--- src/rtl/rst_mask_pkg.sv ---
package rst_mask_pkg;
  localparam int unsigned NUM_LVL    = 3;
  localparam int unsigned LVL_W      = $clog2(NUM_LVL);
  localparam int unsigned BYTE_W     = 8;
  localparam int unsigned WR_CLR_BIT = 4;  // clears 7.5 latch
  localparam int unsigned WR_MSE_BIT = 3;  // mask load enable
  localparam int unsigned EDGE_LVL   = NUM_LVL - 1;  // index of 7.5
  localparam logic [BYTE_W-1:0] VEC_BASE = 8'h2C;

  typedef logic [NUM_LVL-1:0] lvl_vec_t;

  // vector spacing of 8 bytes per level
  function automatic logic [BYTE_W-1:0] vector_of(input logic [LVL_W-1:0] lvl);
    logic [BYTE_W-1:0] off;
    off = BYTE_W'(lvl) << 3;
    return VEC_BASE + off;
  endfunction
endpackage

--- src/rtl/rst_mask_sync.sv ---
module rst_mask_sync #(
  parameter int unsigned WIDTH  = 3,
  parameter int unsigned STAGES = 2
) (
  input  logic             clk_i,
  input  logic             rst_ni,
  input  logic [WIDTH-1:0] d_i,
  output logic [WIDTH-1:0] q_o
);
  logic [WIDTH-1:0] stage_q [STAGES];

  for (genvar s = 0; s < STAGES; s++) begin : g_stage
    always_ff @(posedge clk_i or negedge rst_ni) begin
      if (!rst_ni) begin
        stage_q[s] <= '0;
      end else begin
        if (s == 0) stage_q[s] <= d_i;
        else        stage_q[s] <= stage_q[(s == 0) ? 0 : s-1];
      end
    end
  end

  assign q_o = stage_q[STAGES-1];
endmodule

--- src/rtl/rst_mask_edge.sv ---
module rst_mask_edge (
  input  logic clk_i,
  input  logic rst_ni,
  input  logic lvl_i,
  input  logic clr_i,
  output logic pend_o
);
  logic prev_q, pend_q, rise;

  assign rise = lvl_i & ~prev_q;

  always_ff @(posedge clk_i or negedge rst_ni) begin
    if (!rst_ni) begin
      prev_q <= 1'b0;
      pend_q <= 1'b0;
    end else begin
      prev_q <= lvl_i;
      // a fresh edge beats a clear in the same cycle
      if (rise)       pend_q <= 1'b1;
      else if (clr_i) pend_q <= 1'b0;
    end
  end

  assign pend_o = pend_q;
endmodule

--- src/rtl/rst_mask_prio.sv ---
module rst_mask_prio
  import rst_mask_pkg::*;
#(
  parameter int unsigned N   = NUM_LVL,
  parameter int unsigned IDX = $clog2(N)
) (
  input  logic [N-1:0]   req_i,
  output logic           valid_o,
  output logic [IDX-1:0] idx_o
);
  always_comb begin
    idx_o = '0;
    for (int unsigned i = 0; i < N; i++) begin
      if (req_i[i]) idx_o = IDX'(i);  // highest index wins
    end
  end

  assign valid_o = |req_i;
endmodule

--- src/rtl/rst_mask_ctrl.sv ---
module rst_mask_ctrl
  import rst_mask_pkg::*;
#(
  parameter int unsigned SYNC_STAGES = 2
) (
  input  logic              clk_i,
  input  logic              rst_ni,
  input  logic [NUM_LVL-1:0] irq_pin_i,
  input  logic              wr_i,
  input  logic [BYTE_W-1:0] wr_data_i,
  input  logic              rd_i,
  output logic [BYTE_W-1:0] rd_data_o,
  input  logic              ie_set_i,
  input  logic              ie_clr_i,
  input  logic              ack_i,
  output logic              irq_o,
  output logic [LVL_W-1:0]  irq_level_o,
  output logic [BYTE_W-1:0] vector_o
);
  lvl_vec_t          pin_sync, mask_q, pend, req;
  logic              ie_q, edge_pend, edge_clr, win_valid, unused_hi;
  logic [LVL_W-1:0]  win_idx;
  logic [BYTE_W-1:0] rd_q;

  assign unused_hi = ^wr_data_i[BYTE_W-1:WR_CLR_BIT+1];

  rst_mask_sync #(.WIDTH(NUM_LVL), .STAGES(SYNC_STAGES)) u_sync (
    .clk_i (clk_i),
    .rst_ni(rst_ni),
    .d_i   (irq_pin_i),
    .q_o   (pin_sync)
  );

  assign edge_clr = (wr_i & wr_data_i[WR_CLR_BIT])
                  | (ack_i & irq_o & (irq_level_o == LVL_W'(EDGE_LVL)));

  rst_mask_edge u_edge (
    .clk_i (clk_i),
    .rst_ni(rst_ni),
    .lvl_i (pin_sync[EDGE_LVL]),
    .clr_i (edge_clr),
    .pend_o(edge_pend)
  );

  // top level is edge latched, the rest follow the pins
  for (genvar l = 0; l < NUM_LVL; l++) begin : g_pend
    if (l == EDGE_LVL) begin : g_edge
      assign pend[l] = edge_pend;
    end else begin : g_level
      assign pend[l] = pin_sync[l];
    end
  end

  always_ff @(posedge clk_i or negedge rst_ni) begin
    if (!rst_ni)                         mask_q <= '1;
    else if (wr_i && wr_data_i[WR_MSE_BIT]) mask_q <= wr_data_i[NUM_LVL-1:0];
  end

  always_ff @(posedge clk_i or negedge rst_ni) begin
    if (!rst_ni)       ie_q <= 1'b0;
    else if (ack_i)    ie_q <= 1'b0;
    else if (ie_set_i) ie_q <= 1'b1;
    else if (ie_clr_i) ie_q <= 1'b0;
  end

  assign req = ie_q ? (pend & ~mask_q) : '0;

  rst_mask_prio #(.N(NUM_LVL), .IDX(LVL_W)) u_prio (
    .req_i  (req),
    .valid_o(win_valid),
    .idx_o  (win_idx)
  );

  assign irq_o       = win_valid;
  assign irq_level_o = win_valid ? win_idx : '0;
  assign vector_o    = win_valid ? vector_of(win_idx) : '0;

  always_ff @(posedge clk_i or negedge rst_ni) begin
    if (!rst_ni)   rd_q <= '0;
    else if (rd_i) rd_q <= {1'b0, pend, ie_q, mask_q};
  end

  assign rd_data_o = rd_q;
endmodule

--- config.mk ---
export PLATFORM = sky130hd
export DESIGN_NAME = rst_mask_ctrl
export DESIGN_NICKNAME = d
export VERILOG_FILES = /design/src/rtl/rst_mask_pkg.sv /design/src/rtl/rst_mask_sync.sv /design/src/rtl/rst_mask_edge.sv /design/src/rtl/rst_mask_prio.sv /design/src/rtl/rst_mask_ctrl.sv
export SDC_FILE = /design/constraint.sdc
export NUM_CORES = 1
export LEC_CHECK = 0
export ABC_CLOCK_PERIOD_IN_PS = 1700
export BUFFER_PORTS_ARGS = -buffer_cell sky130_fd_sc_hd__buf_2
export CORE_MARGIN = 3
export CORE_UTILIZATION = 44
export DETAILED_ROUTE_END_ITERATION = 12
export GPL_ROUTABILITY_DRIVEN = 0
export HOLD_SLACK_MARGIN = 0.05
export PLACE_DENSITY = 0.76
export SLEW_MARGIN = 20
export SYNTH_ARGS = -nofsm -noshare
export SYNTH_HDL_FRONTEND = slang
export SYNTH_SLANG_ARGS = --single-unit
--- constraint.sdc ---
create_clock -name clk_i -period 1.7 [get_ports clk_i]
set_clock_uncertainty 0.2 [all_clocks]
set_input_delay 0.255 -clock clk_i [delete_from_list [all_inputs] [get_ports clk_i]]
set_output_delay 0.255 -clock clk_i [all_outputs]
set_load 0.03 [all_outputs]
-- Yosys cells after proc, flatten, opt, wreduce, memory -nomap -nowiden
Index checks and enable logic that the tools add are counted.
- bits in writable memories: 0
- bits of input ports: 18
- memory bits (read-only): 0
- latch bits: 0
- flip-flop bits (word level): 19
- output and inout bits: 19
- memories: 0
- word-level logic and storage cells: 31
- multipliers: 0
- equal/unequal tests: 1
- shift-type cells: 0
- reduce and logical (&&, ||, !) cells: 4
- mux-type cells: 10
- add/sub/neg operators: 1
- div/mod/pow operators: 0
- bitwise gates (word level): 8
- $lt $le $gt $ge: 0
- operators with widths (operator ; number):
    6-bit by 5-bit adder with 7-bit output, first input constant ; 1
    7-bit 2-to-1 mux ; 1
    1-bit 2-to-1 mux ; 6
    1-bit AND ; 4
    2-bit 2-to-1 mux ; 2
    3-bit AND ; 1
    3-bit 2-to-1 mux ; 1
    3-bit NOT ; 1
    3-bit nonzero test ; 1
    3-bit OR reduction ; 1
    2-bit == test, second input constant ; 1
    2-bit nonzero test ; 1
    1-bit logical AND ; 1
    1-bit NOT ; 1
    1-bit bitwise OR ; 1

-- Depth between registers and ports, before layout
Gate-level depths: netlist (run 1).
- depth in word-level cells: 11
- depth in mapped cells: 4
- gate-level depth less buffers: 3

-- Modules after synthesis
A second synthesis (run 1) with hierarchy kept.
- cells, all modules: 63
- area total of the unflattened synthesis: 855.8 sq um
- modules (own cells, without submodules) (module ; sequential area each (sq um) ; cells each ; instances ; area an instance (sq um)):
    rst_mask_ctrl ; 279.0 ; 46 ; 1 ; 593.1
    rst_mask_sync ; 150.1 ; 9 ; 1 ; 172.7
    rst_mask_edge ; 50.0 ; 5 ; 1 ; 70.1
    rst_mask_prio ; 0.0 ; 3 ; 1 ; 20.0

-- Least setup slack after synthesis (run 1)
OpenSTA, ideal clock, no wires.
- path kind: reg-to-output
- from: register u_edge.pend_q (netlist: u_edge.pend_o)
- to: output vector_o[2]
- path buffers: 1
- data arrival time: 1.374 ns
- slack: -0.129 ns
- stages on the path, launching flop included: 5
- required time: 1.245 ns
- cells stage by stage: dfrtp_1 nor2b_4 nor2_2 a21boi_1 buf_4
- word-level cells in the longest chain between the ends: 4
- RTL lines (item ; line ; source):
    start: declaration ; rst_mask_edge.sv:8 ; logic prev_q, pend_q, rise;
    start signal: assignment ; rst_mask_edge.sv:15 ; pend_q <= 1'b0;
    start signal: assignment ; rst_mask_edge.sv:19 ; if (rise) pend_q <= 1'b1;
    start signal: assignment ; rst_mask_edge.sv:20 ; else if (clr_i) pend_q <= 1'b0;
    3-bit AND ; rst_mask_ctrl.sv:66 ; assign req = ie_q ? (pend & ~mask_q) : '0;
    3-bit 2-to-1 mux ; rst_mask_ctrl.sv:66 ;
    3-bit OR reduction ; rst_mask_prio.sv:18 ; assign valid_o = |req_i;
    net irq_o ; rst_mask_ctrl.sv:16 ; output logic irq_o,
    7-bit 2-to-1 mux ; rst_mask_ctrl.sv:76 ; assign vector_o = win_valid ? vector_of(win_idx) : '0;
    end: declaration ; rst_mask_ctrl.sv:18 ; output logic [BYTE_W-1:0] vector_o
The timed path passes the listed nets, and every way through them passes these cells.

-- Final worst setup path (run 1)
- from: register mask_q[0]
- to: output vector_o[3]
- word-level cells in the longest chain between the ends: 5
- RTL lines (item ; line ; source):
    start: declaration ; rst_mask_ctrl.sv:20 ; lvl_vec_t pin_sync, mask_q, pend, req;
    start signal: assignment ; rst_mask_ctrl.sv:56 ; else if (wr_i && wr_data_i[WR_MSE_BIT]) mask_q <= wr_data_i[NUM_LVL-1:0];
    3-bit NOT ; rst_mask_ctrl.sv:66 ;
    3-bit AND ; rst_mask_ctrl.sv:66 ;
    3-bit 2-to-1 mux ; rst_mask_ctrl.sv:66 ;
    3-bit OR reduction ; rst_mask_prio.sv:18 ;
    7-bit 2-to-1 mux ; rst_mask_ctrl.sv:76 ;
Every way passes these cells.

==> run summary, run 1 <==
Xor/xnor share of the synthesized area: 0
Fin nets: 120
Wire per inst: 11.2 µm
Initial Utilization: 0.492
RSZ-0062 raised after global routing: yes
Setup violation total in the final timing report: 5
PD cells: 941 mW/mm²
Initial antenna violation count: 0
Seq cells post-synth: 19
Core Footprint: 0.00159 mm²
Unique masters post-synth: 21
Max-cap violations: 0
Final min period: 1760 ps
Seq/Total Area, Yosys: 0.611
Peak VDD IR: 0.000724 V
Final period util: 1.03
Synth top area share: 0.510
Placed Cells: 107
Endpoint type of the worst setup path: output port
Ys Warns: 0
I/O Buffers: 28
Floorplan row count: 14
Cell taking the most area after synthesis: dfrtp_1
Synthesized-area fraction occupied by and/or/nand/nor cells: 0.104
CP max FO: 2
Vias in the first global route: 521
First-pass GRT wire length: 2190 µm
N_diodes: 0
Clock Latency Late Sink: 290 ps
Initial DRT Pass Iterations: 1
Die width: 48.2 µm
Critical path launch point type: register
HP Class: in2reg
CTS Sinks: 19
EDFF count, synth: 0
Top-count cell post-synth: dfrtp_1
Setup WS post-layout: -59.0 ps
Final Util: 0.706
DRC: 0
Antenna-violating nets left: 0
Height of the die: 48.2 µm
CTS tree: yes
Main combinational cell family by area after synthesis: multiplexers
Non-filler cells, final: 125
Placement Setup Slack: 199 ps
Area taken by multi-input logic gates: 275 µm²
Failing checks: setup timing
TritonCTS buffer count: 3
Largest net degree at the start of global routing: 20
Global Route Usage Sum: 0.146
Worst-case clock buffer depth: 2
Fraction of registers with async set/reset: 1.00
Synth cell count leaders: dfrtp_1 (16), mux2_2 (10), buf_4 (6), nand2_1 (4)
Top cells by area, synth: dfrtp_1 (51%), mux2_2 (14%), dfstp_2 (10%)
Root Driver: clkbuf_4
Register area: 479 µm²
Post-Synthesis Cells: 58
Initial DRC Count: 0
Max frequency: 568 MHz
Critical path class: reg2out
Layout cells sized above 1: 0.554
HPWL Detailed: 994 µm
WP data required: 1240 ps
Area Growth Syn to Fin: 43.4%
Total die area: 0.00233 mm²
Fillers: 106
Routed via count: 544
Drt via density: 4.35
H-tree Lvls: 1
Max Slew Vio Count: 0
Synth Area in Compound Gates: 0.0558
Post-synth top flop: dfrtp_1
Hold Vio Cnt, Final: 0
Routed WL: 1410 µm
Leak: 0.548 nW
GRT overflow: 0
IO Count: 37
CP arrival: 1300 ps
Outcome: finished with violations
Post-synthesis mux area share: 0.144
Post-Syn Area: 785 µm²
Adder-cell share of the synthesized area: 0
Worst-path clk slew: 90 ps
Overall Power: 1.06 mW
Synthesized area per cell: 13.5 µm²
==> registers in the layout, summed over array words and instances, names as in the netlist <==
| signal | count |
|---|---|
| rd_data_o | 7 |
| mask_q | 3 |
| u_sync.q_o | 3 |
| u_sync.stage_q | 3 |
| ie_q | 1 |
| u_edge.pend_o | 1 |
| u_edge.prev_q | 1 |
==> area by class of cell <==
cell class | instances | share of cell area
flip-flops and latches | 19 | 0.426
repair buffers | 42 | 0.273
multi-input cells | 34 | 0.245
well taps | 24 | 0.0267
clock buffers | 4 | 0.0234
inverters | 2 | 0.00667
==> cells in the final DEF, fill, tap and decap left out, drive strengths merged <==
cell type    instances
buf                 32
dfrtp               16
mux2                10
dlygate4sd3         10
conb                 5
nand2                4
clkbuf               4
nor2                 4
dfstp                3
nor2b                3
a21boi               2
inv                  2
nand2b               1
o21a                 1
and2                 1
a21oi                1
o211ai               1
o21ai                1
==> final timing paths <==
path                                        startpoint                        end  slack, ps  depth (start not counted)
setup / recovery                 mask_q[0]$_DFFE_PN1P_                vector_o[3]        -60                          4
hold / removal                                    wr_i  u_edge.pend_o$_DFFE_PN0P_         70                          4
setup reg to reg                      ie_q$_DFFE_PN0P_           ie_q$_DFFE_PN0P_        130                          3
hold reg to reg            u_sync.stage_q[3]$_DFF_PN0_    u_sync.q_o[0]$_DFF_PN0_        160                          0
max in group asynchronous                       rst_ni      mask_q[1]$_DFFE_PN1P_        770                          2
min in group asynchronous                       rst_ni   rd_data_o[4]$_DFFE_PN0P_        210                          2
==> report_power, final <==
group,switching (mW),leakage (nW),internal [mW]
Sequential,0.0318,0.220,0.509
Combinational,0.167,0.312,0.139
Clock,0.120,0.0150,0.0912
==> stage by stage <==
stage / cell area, µm² / hold WS (ps) / setup TNS, ps
3_5_place_dp: 917 / 3.36 / 0
6_report: 1120 / 72.2 / -139
5_1_grt: 1120 / 93.1 / -513
4_1_cts: 1100 / 56.2 / -198
2_1_floorplan: 803 / -241 / 0
3_3_place_gp: 917 / 1.74 / 0
==> worst max-delay path: stages, from the launching register on <==
cell	delay, ps
dfstp_2	550
nand2b_4	120
nor2_2	40
o21a_1	170
buf_6	140
==> routing by layer <==
metal	wire, µm	vias up	GRT usage	part of all wire
met5	0	-	0	0
met4	44	0	0.113	0.031
met3	63	5	0.0332	0.045
met2	776	22	0.253	0.55
met1	520	251	0.150	0.37
li1	-	266	-	-
==> kinds of logic after synthesis <==
group                  after synthesis
DFF                                 19
and+or+nand+nor                     13
muxes                               10
buffers and inverters                9
AOI/OAI and AO/OA                    6
other                                1
==> timing repair <==
item,4_1_cts,5_1_grt
buffers inserted,3,1
gates cloned,0,0
hold buffers,10,0
gates resized for setup,10,8
pin swaps,1,3
hold endpoints to repair,27,0
setup endpoints to repair,6,7
No activity file was read; power rests on OpenSTA's default activity.
==> run 2, diff against run 1 <==
- CORE_UTILIZATION: 44 -> 40
- PLACE_DENSITY: 0.76 -> 0.68
==> run 2 against run 1 <==
Compared with the run above:
- the flow still finishes with violations (setup timing)
- worst hold slack improved by 65 ps
- final cell count up 1.6%
- highest routed layer unchanged
- largest cell class unchanged
- largest power group unchanged
- flip-flop and latch count unchanged
==> run summary, run 2 (synthesis gave the netlist of run 1 again) <==
Outcome: finished with violations
Failing checks: setup timing
Core Footprint: 0.00178 mm²
Height of the die: 50.3 µm
Setup WS post-layout: -76.2 ps
CP max stage delay: 540 ps
HPWL Detailed: 982 µm
Peak VDD IR: 0.000919 V
Most common cell after layout, fill and taps aside: buf_2
Largest register FFs: 7
Routed via count: 552
Most frequent cells in the layout: buf_2 (21), dfrtp_1 (16), dlygate4sd3_1 (11)
H-tree Lvls: 1
Largest net degree at the start of global routing: 20
First-pass GRT wire length: 2320 µm
Worst-path clk slew: 110 ps
Final period util: 1.04
Top Family by Delay on Critical Path: flip-flops
Vias in the first global route: 525
Area Growth Syn to Fin: 45.0%
Endpoint type of the worst setup path: output port
CP arrival: 1320 ps
WP data required: 1240 ps
CTS Sinks: 19
Critical path class: reg2out
Routed WL: 1450 µm
Critical path launch point type: register
Global Route Usage Sum: 0.128
Clock Latency Late Sink: 300 ps
Initial DRT Pass Iterations: 2
CTS tree: yes
Hold Vio Cnt, Final: 0
Leak: 0.549 nW
Worst-case clock buffer depth: 2
Drt via density: 4.35
TritonCTS buffer count: 3
CP max-delay cell: dfstp_2
Fillers: 160
IO Count: 37
Antenna-violating nets left: 0
Total die area: 0.00253 mm²
Fin nets: 121
RSZ-0062 raised after global routing: yes
Root Driver: clkbuf_4
Setup violation total in the final timing report: 5
Initial Utilization: 0.440
HP Class: in2reg
WP buf/inv: 1
Max frequency: 563 MHz
Floorplan row count: 15
Initial antenna violation count: 0
N_diodes: 0
CP cell instances: nand2b_4, nor2_2, o21a_1, buf_6
PD cells: 950 mW/mm²
Min Hold Slack: 137 ps
Layout cells sized above 1: 0.549
Placed Cells: 108
DRC: 0
Non-filler cells, final: 127
Final min period: 1780 ps
Max-cap violations: 0
Max Slew Vio Count: 0
Wire per inst: 11.4 µm
I/O Buffers: 28
Initial DRC Count: 4
Die width: 50.3 µm
CP max FO: 2
GRT overflow: 0
run 2: area by class of cell:
| cell class | count | area (µm²) | share of cell area |
|---|---|---|---|
| clock inverter | 1 | 7.51 | 0.00660 |
| tap | 25 | 31.3 | 0.0275 |
| timing repair buffer | 43 | 317 | 0.278 |
| sequential | 19 | 479 | 0.421 |
| inverter | 2 | 7.51 | 0.00660 |
| clock buffer | 3 | 22.5 | 0.0198 |
| multi-input combinational | 34 | 273 | 0.240 |
run 2: metrics by stage:
stage | worst slack, ps | power, mW | instance area, µm² | setup TNS, ps | utilization
after CTS | -79.6 | 1.09 | 1130 | -299 | 0.636
after floorplan | 96.8 | 0.732 | 803 | 0 | -
after global routing | -127 | 1.14 | 1140 | -703 | 0.638
final | -76.2 | 1.08 | 1140 | -242 | 0.638
after global placement | 209 | 0.791 | 918 | 0 | 0.515
after detailed placement | 186 | 0.799 | 918 | 0 | 0.515
run 2: per-layer routing:
metal,up-vias,part of all wire,GRT usage,wire length [µm]
met5,-,0,0,0
met4,0,0.021,0.0553,30
met3,5,0.070,0.0475,101
met2,24,0.51,0.222,731
met1,256,0.40,0.138,584
li1,267,-,-,-
run 2: what timing repair did:
item,in CTS,in global routing
resized for setup,14,1
hold endpoints to repair,27,0
endpoints found under the setup margin,7,7
setup buffers,4,0
hold buffers,11,0
pin swaps,3,3
run 2: power by group:
part	total (mW)	internal [mW]	switching (mW)
logic	0.309	0.139	0.170
registers	0.539	0.509	0.0300
clock network	0.233	0.0897	0.143
run 2: worst paths after layout:
| check | slack [ps] | cells after the start | end | start |
|---|---|---|---|---|
| min in group asynchronous | 200 | 2 | rd_data_o[4]$_DFFE_PN0P_ | rst_ni |
| max in group asynchronous | 780 | 2 | mask_q[2]$_DFFE_PN1P_ | rst_ni |
| min reg2reg | 160 | 0 | u_sync.q_o[0]$_DFF_PN0_ | u_sync.stage_q[3]$_DFF_PN0_ |
| min | 140 | 2 | rd_data_o[3]$_DFFE_PN0P_ | rd_i |
| max reg2reg | 180 | 3 | ie_q$_DFFE_PN0P_ | ie_q$_DFFE_PN0P_ |
| max | -80 | 4 | vector_o[3] | mask_q[0]$_DFFE_PN1P_ |
run 2: worst register-to-register path, stage by stage (launching register included):
cell,delay (ps)
dfrtp_1,460
a21oi_1,150
nor2_1,50
dlygate4sd3_1,550
==> run 3, diff against run 2 <==
- BUFFER_PORTS_ARGS: -buffer_cell sky130_fd_sc_hd__buf_2 -> not set
- DONT_BUFFER_PORTS: not set -> 1
- PLACE_DENSITY: 0.68 -> 0.52
- SKIP_CTS_REPAIR_TIMING: not set -> 1
- TNS_END_PERCENT: not set -> 50
==> run 3 against run 2 <==
Compared with the run above:
- the flow still finishes with violations (setup timing)
- non-clock buffer count fell by 26
- power is 6.4% lower
- first-iteration DRC count grew 50%
- worst hold slack got worse by 60 ps
- worst setup slack improved by 8.6 ps
- register-to-register slack hardly changed
- clock power shrank 7%
- critical path depth is the same
- critical path type unchanged
- largest cell class unchanged
- largest power group unchanged
- highest routed layer unchanged
==> run summary, run 3 (synthesis gave the netlist of run 1 again) <==
Antenna-violating nets left: 0
DRC: 0
CP max-delay cell: dfstp_2
WP data required: 1240 ps
Initial DRC Count: 6
Met1 wire length: 566 µm
Floorplan row count: 15
Initial DRT Pass Iterations: 3
Outcome: finished with violations
CTS tree: yes
Final Util: 0.558
Setup violation total in the final timing report: 4
CP arrival: 1310 ps
Worst-case clock buffer depth: 2
Total die area: 0.00253 mm²
Failing checks: setup timing
RSZ-0062 raised after global routing: yes
Die width: 50.3 µm
Peak VDD IR: 0.000564 V
PD cells: 1020 mW/mm²
Rel. slew slack: 0.448
Endpoint type of the worst setup path: output port
Top Family by Delay on Critical Path: flip-flops
Most common cell after layout, fill and taps aside: dfrtp_1
Post-DP Area: 813 µm²
Worst-path clk slew: 100 ps
Area Growth Syn to Fin: 26.8%
HP Class: in2reg
Met2 WL: 615 µm
CP cell instances: nor2b_4, nor2_4, a21boi_2, buf_12
GRT overflow: 0
Root Driver: clkbuf_4
Initial antenna violation count: 0
FF-to-FF Start: ie_q$_DFFE_PN0P_
Initial Utilization: 0.440
Critical path class: reg2out
Vias in the first global route: 411
Max layer used: met4
Fin nets: 95
CP max FO: 3
Design area: 995 µm²
HPWL Detailed: 898 µm
Final min period: 1770 ps
WP buf/inv: 1
I/O Buffers: 0
Leak: 0.443 nW
Detailed route wirelength on metal3: 113 µm
Max-cap violations: 0
Hold Vio Cnt, Final: 0
Critical path launch point type: register
Worst-margin pin slew: 825 ps
Final period util: 1.04
Overall Power: 1.01 mW
IO Count: 37
Placement Setup Slack: 199 ps
Largest register FFs: 7
TritonCTS buffer count: 3
Critical path depth: 4
CP max stage delay: 570 ps
Routed WL: 1310 µm
Clock Latency Late Sink: 290 ps
Height of the die: 50.3 µm
Most frequent cells in the layout: dfrtp_1 (16), dlygate4sd3_1 (12), mux2_2 (10)
Worst reg-to-reg path cell count: 3
CTS Sinks: 19
Core Footprint: 0.00178 mm²
N_diodes: 0
H-tree Lvls: 1
Drt via density: 4.52
Wire per inst: 12.9 µm
Largest net degree at the start of global routing: 20
Setup WS post-layout: -67.6 ps
Crit. Startpoint: mask_q[1]$_DFFE_PN1P_
Routed via count: 457
Max Slew Vio Count: 0
Critical R2R Capture: ie_q$_DFFE_PN0P_
Worst setup endpoint: irq_o
First-pass GRT wire length: 1870 µm
Layout cells sized above 1: 0.382
Max frequency: 566 MHz
Worst R2R Setup Slack: 170 ps
Global Route Usage Sum: 0.102
==> run 3: cell type report <==
| cell class | instances | area, µm² |
|---|---|---|
| Tap cell | 25 | 31.3 |
| Multi-Input combinational cell | 34 | 280 |
| Timing Repair Buffer | 17 | 170 |
| Inverter | 2 | 7.51 |
| Fill cell | 166 | 788 |
| Sequential cell | 19 | 479 |
| Clock buffer | 4 | 26.3 |
==> run 3: worst min path at each step <==
stage	to	from	cells past startpoint
CTS	rd_data_o[6]$_DFFE_PN0P_	rst_ni	0
finish	mask_q[1]$_DFFE_PN1P_	wr_data_i[3]	2
global placement	rd_data_o[4]$_DFFE_PN0P_	rst_ni	0
detailed placement	rd_data_o[4]$_DFFE_PN0P_	rst_ni	0
global route	mask_q[0]$_DFFE_PN1P_	wr_data_i[3]	2
floorplan	ie_q$_DFFE_PN0P_	rst_ni	0
==> run 3: layer usage <==
layer | vias up | GRT usage
met1 | 219 | 0.128
met5 | - | 0
met2 | 21 | 0.141
met3 | 2 | 0.0415
met4 | 0 | 0.0691
li1 | 215 | -
==> run 3: through the flow <==
step / TNS, ps / instances / hold WS (ps)
finish: -237 / 101 / 76.8
global route: -505 / 101 / 84.3
CTS: -540 / 87 / -567
detailed placement: 0 / 83 / -240
global placement: 0 / 83 / -240
floorplan: 0 / 62 / -241
==> run 3: where the power goes <==
part           internal, mW  switching [mW]
logic                0.0982           0.101
registers             0.508          0.0879
clock network        0.0911           0.125
total                 0.697           0.313
